`config.mk`:
```
export PLATFORM = sky130hd
export DESIGN_NAME = dpmb_mailbox_irq
export DESIGN_NICKNAME = d
export VERILOG_FILES = /design/src/rtl/dpmb_pkg.sv /design/src/rtl/dpmb_port_decode.sv /design/src/rtl/dpmb_flag.sv /design/src/rtl/dpmb_mailbox_irq.sv
export SDC_FILE = /design/constraint.sdc
export NUM_CORES = 1
export LEC_CHECK = 0
export ABC_AREA = 1
export CAP_MARGIN = 10
export CORE_AREA = 2 2 39 41
export CTS_CLUSTER_DIAMETER = 80
export DETAILED_ROUTE_END_ITERATION = 16
export DIE_AREA = 0 0 41 43
export GPL_TIMING_DRIVEN = 0
export HOLD_SLACK_MARGIN = 0.1
export PLACE_DENSITY = 0.8
export SLEW_MARGIN = 0
export SYNTH_ARGS = -nofsm -noshare
export SYNTH_HDL_FRONTEND = slang
export SYNTH_SLANG_ARGS = --single-unit
```
`constraint.sdc`:
```
create_clock -name clk -period 1.55 [get_ports clk]
set_input_delay 0.31 -clock clk [delete_from_list [all_inputs] [get_ports clk]]
set_output_delay 0.31 -clock clk [all_outputs]
set_load 0.05 [all_outputs]
```
`src/rtl/dpmb_pkg.sv`:
```
// Package: shared width and the request type passed from the port decoders
// to the flag registers.
package dpmb_pkg;
    localparam int DPMB_ADDR_W = 12;

    // Per-flag event pair, each bit a one-cycle pulse.
    typedef struct packed {
        logic set;
        logic clr;
    } flag_req_t;
endpackage

```
`src/rtl/dpmb_port_decode.sv`:
```
// Module: dpmb_port_decode
// Watches one port's control signals and address.
// - Gives a one-cycle pulse when a write to WR_ADDR (the other side's word)
//   becomes complete.
// - Gives a one-cycle pulse when a full read of RD_ADDR (this side's word)
//   becomes complete.
// Assumes the controls are synchronous to clk and active low.
module dpmb_port_decode #(
    parameter int                ADDR_W  = 12,
    parameter logic [ADDR_W-1:0] WR_ADDR = '1,
    parameter logic [ADDR_W-1:0] RD_ADDR = '1
) (
    input  logic              clk,
    input  logic              rst_n,
    input  logic              ce_n,
    input  logic              we_n,
    input  logic              oe_n,
    input  logic [ADDR_W-1:0] addr,
    output logic              set_pulse,
    output logic              clr_pulse
);
    logic wr_hit, rd_hit;
    logic wr_hit_q, rd_hit_q;

    // Qualify complete accesses that match a mailbox word.
    always_comb begin
        wr_hit = !ce_n && !we_n && (addr == WR_ADDR);
        rd_hit = !ce_n && we_n && !oe_n && (addr == RD_ADDR);
    end

    // Remember last cycle's match so that a held access fires once.
    always_ff @(posedge clk) begin
        if (!rst_n) begin
            wr_hit_q <= 1'b0;
            rd_hit_q <= 1'b0;
        end else begin
            wr_hit_q <= wr_hit;
            rd_hit_q <= rd_hit;
        end
    end

    // Event fires in the cycle the last enable completes the access.
    assign set_pulse = wr_hit && !wr_hit_q;
    assign clr_pulse = rd_hit && !rd_hit_q;

    AST_SET_ONE_SHOT: assert property (@(posedge clk) disable iff (!rst_n)
        set_pulse |=> !set_pulse);
    AST_CLR_ONE_SHOT: assert property (@(posedge clk) disable iff (!rst_n)
        clr_pulse |=> !clr_pulse);
endmodule

```
`src/rtl/dpmb_flag.sv`:
```
// Module: dpmb_flag
// Holds one active-low interrupt flag. A set drives it low and a clear
// drives it high. When both arrive in the same cycle, the set wins.
// Assumes the request bits are single-cycle pulses.
module dpmb_flag (
    input  logic                clk,
    input  logic                rst_n,
    input  dpmb_pkg::flag_req_t req,
    output logic                irq_n
);
    // Update the flag, giving the set priority over the clear.
    always_ff @(posedge clk) begin
        if (!rst_n)        irq_n <= 1'b1;
        else if (req.set)  irq_n <= 1'b0;
        else if (req.clr)  irq_n <= 1'b1;
    end

    AST_SET_LOWERS: assert property (@(posedge clk) disable iff (!rst_n)
        req.set |=> !irq_n);
    AST_CLR_RAISES: assert property (@(posedge clk) disable iff (!rst_n)
        (req.clr && !req.set) |=> irq_n);
    AST_IDLE_HOLDS: assert property (@(posedge clk) disable iff (!rst_n)
        (!req.clr && !req.set) |=> $stable(irq_n));
endmodule

```
`src/rtl/dpmb_mailbox_irq.sv`:
```
// Module: dpmb_mailbox_irq (top)
// Builds the mailbox interrupts for a two-port memory.
// - The top word belongs to the right port: a left write sets r_irq_n and a
//   right read clears it.
// - The word below it belongs to the left port: a right write sets l_irq_n
//   and a left read clears it.
// Assumes both ports run synchronous to clk.
module dpmb_mailbox_irq #(
    parameter int ADDR_W = dpmb_pkg::DPMB_ADDR_W
) (
    input  logic              clk,
    input  logic              rst_n,
    input  logic              l_ce_n,
    input  logic              l_we_n,
    input  logic              l_oe_n,
    input  logic [ADDR_W-1:0] l_addr,
    input  logic              r_ce_n,
    input  logic              r_we_n,
    input  logic              r_oe_n,
    input  logic [ADDR_W-1:0] r_addr,
    output logic              l_irq_n,
    output logic              r_irq_n
);
    localparam logic [ADDR_W-1:0] R_BOX = {ADDR_W{1'b1}};
    localparam logic [ADDR_W-1:0] L_BOX = R_BOX - 1'b1;

    logic l_set_r, l_clr_l, r_set_l, r_clr_r;
    dpmb_pkg::flag_req_t l_req, r_req;

    dpmb_port_decode #(.ADDR_W(ADDR_W), .WR_ADDR(R_BOX), .RD_ADDR(L_BOX)) u_left_dec (
        .clk(clk), .rst_n(rst_n), .ce_n(l_ce_n), .we_n(l_we_n), .oe_n(l_oe_n),
        .addr(l_addr), .set_pulse(l_set_r), .clr_pulse(l_clr_l)
    );

    dpmb_port_decode #(.ADDR_W(ADDR_W), .WR_ADDR(L_BOX), .RD_ADDR(R_BOX)) u_right_dec (
        .clk(clk), .rst_n(rst_n), .ce_n(r_ce_n), .we_n(r_we_n), .oe_n(r_oe_n),
        .addr(r_addr), .set_pulse(r_set_l), .clr_pulse(r_clr_r)
    );

    // Route each set from the opposite port and each clear from the owner.
    always_comb begin
        l_req = '{set: r_set_l, clr: l_clr_l};
        r_req = '{set: l_set_r, clr: r_clr_r};
    end

    dpmb_flag u_left_flag  (.clk(clk), .rst_n(rst_n), .req(l_req), .irq_n(l_irq_n));
    dpmb_flag u_right_flag (.clk(clk), .rst_n(rst_n), .req(r_req), .irq_n(r_irq_n));

    AST_RESET_IDLE: assert property (@(posedge clk)
        !rst_n |=> (l_irq_n && r_irq_n));
    AST_LEFT_WRITE_SETS_R: assert property (@(posedge clk) disable iff (!rst_n)
        (!l_ce_n && !l_we_n && l_addr == R_BOX && $past(l_ce_n || l_we_n || l_addr != R_BOX))
        |=> !r_irq_n);
    AST_RIGHT_WRITE_SETS_L: assert property (@(posedge clk) disable iff (!rst_n)
        (!r_ce_n && !r_we_n && r_addr == L_BOX && $past(r_ce_n || r_we_n || r_addr != L_BOX))
        |=> !l_irq_n);
endmodule

```
; ---- Word level (Yosys, flattened, before mapping)
; Index checks and enable logic that the tools add are counted.
[word_totals]
regBits = 6
in_bits = 32
out_inout_bits = 2
wordCells = 40
[classes]
n_eq_ne = 4
mux = 4
n_reduce_logical = 26
[op_table]
columns = op, n
row1 = 12-bit equality test (second input constant), 4
row2 = 1-bit logical AND, 14
row3 = 1-bit logical NOT, 10
row4 = 1-bit two-way mux, 4
row5 = 2-bit nonzero test, 2

; ---- Depth between registers and ports, before layout
; Gate-level depths: netlist of run 1.
[depth]
word_depth = 7
depth_mapped = 8
depth_no_buf = 8

; ---- Cells and area by module
; A second synthesis of run 1 with hierarchy kept.
[hier_totals]
hier_cells = 69
hier_area_um2 = 372.9
[by_module_without_submodules]
columns = mod, instances, cells_each, area_each_um2, seq_area_each_um2
row1 = dpmb_port_decode (u_left_dec), 1, 33, 165.2, 40.0
row2 = dpmb_port_decode (u_right_dec), 1, 28, 142.6, 40.0
row3 = dpmb_flag, 2, 4, 32.5, 20.0

; ---- Worst setup path before layout of run 1
; No wires, ideal clock.
[synth_timing]
path_kind = reg-to-output
from = reg u_left_flag.irq_n
to = out l_irq_n
t_arrival_ns = 0.603
required_time_ns = 1.240
setup_slack_ns = 0.637
stages_incl_launch_ff = 1
n_path_buf = 0
cell_sequence = dfxtp_1
[synth_rtl]
columns = element, line_no
row1 = start: declaration, dpmb_flag.sv:9  ; output logic irq_n
row2 = start signal: assignment, dpmb_flag.sv:13  ; if (!rst_n) irq_n <= 1'b1;
row3 = start signal: assignment, dpmb_flag.sv:14  ; else if (req.set) irq_n <= 1'b0;
row4 = start signal: assignment, dpmb_flag.sv:15  ; else if (req.clr) irq_n <= 1'b1;
row5 = end: declaration, dpmb_mailbox_irq.sv:21  ; output logic l_irq_n,
; No word-level cell between the ends.

; ---- Final worst setup path of run 1
[layout_timing]
from = reg u_left_flag.irq_n
to = out l_irq_n
; No word-level cell between the ends.

==> results of run 1 <==
==> per-layer routing <==
layer  vias to the layer above  global-route usage  share of wire  wire [um]
met4                         0              0.0800         0.0066          6
met3                         2              0.0314           0.12        111
met5                         -                   0              0          0
met2                        25               0.244           0.52        475
li1                        274                   -              -          -
met1                       209               0.149           0.35        313
==> cell type report <==
cell class | count | share of cell area
timing repair buffer | 33 | 0.421
multi-input combinational | 44 | 0.279
sequential | 6 | 0.154
inverter | 19 | 0.0915
clock buffer | 3 | 0.0289
tap | 16 | 0.0257
==> worst max path at each step <==
stage	from	endpoint	slack, ns	cells after the start
after floorplan	u_left_flag.irq_n$_SDFFE_PN1P_	l_irq_n	0.64	0
after global placement	u_right_flag.irq_n$_SDFFE_PN1P_	r_irq_n	0.13	1
after detailed placement	rst_n	u_right_flag.irq_n$_SDFFE_PN1P_	0.11	6
after CTS	u_left_flag.irq_n$_SDFFE_PN1P_	l_irq_n	0.14	1
after global routing	u_left_flag.irq_n$_SDFFE_PN1P_	l_irq_n	0.09	1
final	u_left_flag.irq_n$_SDFFE_PN1P_	l_irq_n	0.16	1
==> cell usage after synthesis (all sizes together) <==
cell type,number
nand3b,2
nand3,5
nor2,13
nor3b,1
nand2,20
a21oi,1
inv,19
dfxtp,6
nand4,1
and2,1
==> worst reg2reg max path, stage by stage (launching register included) <==
cell and delay [ns]:
dfxtp_1 0.31, inv_1 0.04, nand3_1 0.07, nand2_1 0.05
nand2_1 0.05, inv_1 0.03
==> timing repair <==
action                                 4_1_cts  5_1_grt
setup endpoints to repair                    2        0
gates resized for setup                      2        0
endpoints found under the hold margin        0        0
==> where the power goes <==
group | switching (mW) | internal (mW)
sequential | 0.00000346 | 0.155
combinational | 0.0281 | 0.0783
clock | 0.0545 | 0.0875
total | 0.0827 | 0.321
==> per-stage QoR <==
step	worst slack (ns)	cell area [um^2]	power [mW]
detailed placement	0.110	759	0.265
global route	0.0889	779	0.431
CTS	0.137	779	0.410
global placement	0.125	759	0.263
floorplan	0.637	409	0.181
finish	0.156	779	0.403
==> cell families after synthesis <==
kind of cell	Yosys count
DFF	6
and+or+nand+nor	43
buffers and inverters	19
AOI/OAI and AO/OA	1
==> flip-flops by register name, indices dropped and copies added (netlist names) <==
name                  flops
u_right_dec.wr_hit_q      1
u_right_dec.rd_hit_q      1
u_left_dec.wr_hit_q       1
u_right_flag.irq_n        1
u_left_flag.irq_n         1
u_left_dec.rd_hit_q       1
==> flow_metrics.env, run 1 <==
export IMPL_die_h_um=43
export IMPL_start_util=0.296
export IMPL_grt_max_degree=5
export IMPL_synth_area_mux_share=0
export IMPL_syn_area_per_cell_um2=5.93
export IMPL_overflow=0
export IMPL_cpLargestDelayFamily="buffers and inverters"
export IMPL_drt_total_wl_um=906
export IMPL_slowest_delay_ns=0.52
export IMPL_hold_end="u_left_flag.irq_n$_SDFFE_PN1P_"
export IMPL_dp_hpwl_um=835
export IMPL_yosys_area_share_xor_xnor=0
export IMPL_relSlewSlack=0.681
export IMPL_p_leak_nw=0.363
export IMPL_synth_top_area_cell="dfxtp_1"
export IMPL_crit_arrival_ns=1.08
export IMPL_critPathCaptureType="output pin"
export IMPL_hold_ws_ns=0.480
export IMPL_clock_latency_ns=0.24
export IMPL_outcome="complete, no violations"
export IMPL_r2r_start="u_right_dec.rd_hit_q$_SDFF_PN0_"
export IMPL_drtAntennaViolNets=0
export IMPL_post_route_period_util=0.899
export IMPL_cts_hold_buf=0
export IMPL_hold_depth=2
export IMPL_path_class="reg -> out"
export IMPL_multi_input_area_um2=218
export IMPL_fp_dieW_um=41
export IMPL_synthCells=69
export IMPL_die_area_um2=1760
export IMPL_drive_gt1_frac=0.105
export IMPL_finalSetupTns_ns=0
export IMPL_cts_tree="yes"
export IMPL_clock_sinks=6
export IMPL_core_area_um2=1380
export IMPL_path_buf_inv=1
export IMPL_synth_area_um2=409
export IMPL_synthTopCellsByArea="dfxtp_1, nand2_1, inv_1"
export IMPL_dr_total_vias=510
export IMPL_antenna_found_initial=0
export IMPL_synth_top_family_by_area="simple AND/OR/NAND/NOR gates"
export IMPL_fin_crit_ns=1.39
export IMPL_fin_util=0.563
export IMPL_syn2layout_area_growth_pct=90.5
export IMPL_cts_buffer_depth=2
export IMPL_fin_nets=139
export IMPL_synth_seq_cells=6
export IMPL_register_area_um2=120
export IMPL_min_delay_start="u_right_dec.wr_hit_q$_SDFF_PN0_"
export IMPL_slew_violations=0
export IMPL_syn_num_nets=101
export IMPL_setup_viol=0
export IMPL_diodes=0
export IMPL_cts_made_buffers=3
export IMPL_nFillCells=156
export IMPL_ys_types=14
export IMPL_num_rows=14
export IMPL_io_pins=34
export IMPL_rrSetupSlack_ns=0.90
export IMPL_h_tree_depth=1
export IMPL_finalNonFillerCells=121
export IMPL_synth_compound_area_frac=0.0122
export IMPL_yosysTopAreaCellShare=0.294
export IMPL_worstHoldPathType="reg -> reg"
export IMPL_clk_pin_slew_ns=0.05
export IMPL_track_usage=0.143
export IMPL_reg2reg_depth=5
export IMPL_p_per_area_nw_per_um2=517
export IMPL_tightest_slew_ns=0.480
export IMPL_synth_seq_area_share=0.294
export IMPL_final_common_cell="clkdlybuf4s50_1"
export IMPL_grt_pass1_wl_um=1750
export IMPL_synthAdderAreaFrac=0
export IMPL_drc=0
export IMPL_rsz0062_at_grt="no"
export IMPL_clock_fmax_mhz=717
export IMPL_gp_congestion=0.705
export IMPL_vias_per_cell=4.21
export IMPL_crit_chain="dlygate4sd2_1"
export IMPL_layout_common_cells="clkdlybuf4s50_1, nand2_1, inv_1"
export IMPL_yosys_warnings=0
export IMPL_cp_required_ns=1.24
export IMPL_yosys_area_share_simple=0.520
export IMPL_grt_pass1_vias=503
export IMPL_finalClockSkew_ns=0.00540
export IMPL_placedCellCount=118
export IMPL_drt_pre_antenna_iters=4
export IMPL_cts_root_buf="clkbuf_4"
export IMPL_slowest_stage="dlygate4sd2_1"
export IMPL_vdd_drop_max_mv=0.216
export IMPL_first_iter_violations=6
export IMPL_start_kind="flip-flop"
export IMPL_post_drt_wl_per_cell_um=7.49
export IMPL_cap_violations=0
export IMPL_worst_r2r_endpoint="u_right_flag.irq_n$_SDFFE_PN1P_"
export IMPL_post_cts_setup_buffers=0
export IMPL_hold_viol=0
export IMPL_io_buffers=33
export IMPL_worstPathMaxFanout=2
No activity file was read; power rests on OpenSTA's default activity.
==> run 2: changes to the inputs <==
- CORE_AREA: 2 2 39 41 -> unset
- CORE_MARGIN: unset -> 1
- CORE_UTILIZATION: unset -> 30
- DIE_AREA: 0 0 41 43 -> unset
- PLACE_DENSITY: 0.8 -> 0.79
- clock period: 1.55 -> 1.4 ns (I/O delays scaled with it)
==> run 2 against run 1 <==
Against the previous run: hold slack worse by 0.020 ns; core utilization is 9.3 points higher; wire length is 9.4% lower; clock skew hardly changed; setup slack worse by 0.12 ns; first-iteration DRC count stayed put; non-clock buffer count stayed put; largest power group unchanged; clock power is 9.9% higher; critical path type unchanged.
==> flow_metrics.env, run 2 (synthesis gave the netlist of run 1 again) <==
export IMPL_total_power_mw=0.445
export IMPL_drtAntennaViolNets=0
export IMPL_worst_r2r_endpoint="u_right_flag.irq_n$_SDFFE_PN1P_"
export IMPL_io_pins=34
export IMPL_gp_congestion=0.623
export IMPL_fin_util=0.656
export IMPL_grt_pass1_vias=443
export IMPL_cts_buffer_depth=2
export IMPL_io_buffers=33
export IMPL_layout_common_cells="clkdlybuf4s50_1, nand2_1, inv_1"
export IMPL_path_buf_inv=1
export IMPL_clk_pin_slew_ns=0.04
export IMPL_r2r_start="u_right_flag.irq_n$_SDFFE_PN1P_"
export IMPL_cts_tree="yes"
export IMPL_h_tree_depth=1
export IMPL_clock_fmax_mhz=733
export IMPL_slew_violations=0
export IMPL_diodes=0
export IMPL_finish_instance_area_um2=778
export IMPL_crit_end="l_irq_n"
export IMPL_use_met3=0.0347
export IMPL_startpoint="u_left_flag.irq_n$_SDFFE_PN1P_"
export IMPL_grtUsageMet1=0.137
export IMPL_fin_nets=139
export IMPL_drive_gt1_frac=0.105
export IMPL_post_dp_cell_area_um2=757
export IMPL_overflow=0
export IMPL_core_area_um2=1190
export IMPL_nFillCells=105
export IMPL_final_common_cell="clkdlybuf4s50_1"
export IMPL_fp_dieW_um=38.9
export IMPL_cts_hold_buf=0
export IMPL_slowest_delay_ns=0.52
export IMPL_crit_arrival_ns=1.08
export IMPL_finalClockSkew_ns=0.00496
export IMPL_cts_root_buf="clkbuf_4"
export IMPL_track_usage=0.144
export IMPL_cp_required_ns=1.12
export IMPL_setup_viol=0
export IMPL_drt_total_wl_um=821
export IMPL_vias_per_cell=4.03
export IMPL_rrSetupSlack_ns=0.76
export IMPL_clock_latency_ns=0.24
export IMPL_vdd_drop_max_mv=0.369
export IMPL_tightest_slew_ns=0.483
export IMPL_syn2layout_area_growth_pct=90.2
export IMPL_outcome="complete, no violations"
export IMPL_critPathCaptureType="output pin"
export IMPL_worstHoldPathType="reg -> reg"
export IMPL_cpLargestDelayFamily="buffers and inverters"
export IMPL_relSlewSlack=0.679
export IMPL_slowest_stage="dlygate4sd2_1"
export IMPL_cap_violations=0
export IMPL_num_rows=12
export IMPL_p_leak_nw=0.366
export IMPL_path_class="reg -> out"
export IMPL_min_delay_start="u_right_dec.wr_hit_q$_SDFF_PN0_"
export IMPL_first_iter_violations=6
export IMPL_die_h_um=38.9
export IMPL_finalWorstSetupSlack_ns=0.0356
export IMPL_die_area_um2=1520
export IMPL_finalSetupTns_ns=0
export IMPL_fin_crit_ns=1.36
export IMPL_grt_util_met2=0.263
export IMPL_crit_chain="dlygate4sd2_1"
export IMPL_grt_max_degree=5
export IMPL_worstPathMaxFanout=2
export IMPL_antenna_found_initial=0
export IMPL_clock_sinks=6
export IMPL_start_util=0.345
export IMPL_dp_hpwl_um=760
export IMPL_reg2reg_depth=4
export IMPL_cp_depth=1
export IMPL_post_drt_wl_per_cell_um=6.90
export IMPL_dp_slack_ns=-0.00349
export IMPL_post_route_period_util=0.975
export IMPL_grt_busiest_layer="met2"
export IMPL_grt_pass1_wl_um=1450
export IMPL_p_per_area_nw_per_um2=572
export IMPL_drc=0
export IMPL_rsz0062_at_grt="no"
export IMPL_hold_viol=0
export IMPL_dr_total_vias=480
export IMPL_cts_made_buffers=3
export IMPL_start_kind="flip-flop"
export IMPL_drt_pre_antenna_iters=2
run 2: layer usage:
metal	routed length [um]	part of all wire	vias to the layer above
met2	412	0.50	16
met5	0	0	-
met4	13	0.016	0
met3	65	0.079	2
li1	-	-	274
met1	329	0.40	188
run 2: cell type report:
class	count	area (um^2)	area share
Clock buffer	3	22.5	0.0289
Inverter	19	71.3	0.0916
Multi-Input combinational cell	44	218	0.280
Sequential cell	6	120	0.154
Tap cell	14	17.5	0.0225
Timing Repair Buffer	33	329	0.423
run 2: repair_timing:
| item | CTS | global route |
|---|---|---|
| pin swaps | 0 | 0 |
| resized for setup | 2 | 1 |
| setup endpoints to repair | 2 | 1 |
| buffers inserted | 0 | 0 |
run 2: worst min-delay path by stage:
stage,slack [ns],cells after the start,end
after floorplan,0.44,2,u_right_dec.rd_hit_q$_SDFF_PN0_
after global placement,0.45,2,u_left_flag.irq_n$_SDFFE_PN1P_
after detailed placement,0.47,2,u_left_flag.irq_n$_SDFFE_PN1P_
after CTS,0.47,2,u_left_flag.irq_n$_SDFFE_PN1P_
after global routing,0.49,2,u_left_flag.irq_n$_SDFFE_PN1P_
final,0.46,2,u_left_flag.irq_n$_SDFFE_PN1P_
run 2: power by group:
group | total [mW] | switching [mW] | internal (mW)
clock | 0.156 | 0.0591 | 0.0967
sequential | 0.172 | 0.00000363 | 0.172
combinational | 0.117 | 0.0308 | 0.0866
run 2: per-stage QoR:
| step | hold slack [ns] | std cells |
|---|---|---|
| after floorplan | 0.443 | 69 |
| after global placement | 0.455 | 116 |
| after detailed placement | 0.466 | 116 |
| after CTS | 0.468 | 119 |
| after global routing | 0.491 | 119 |
| final | 0.460 | 119 |
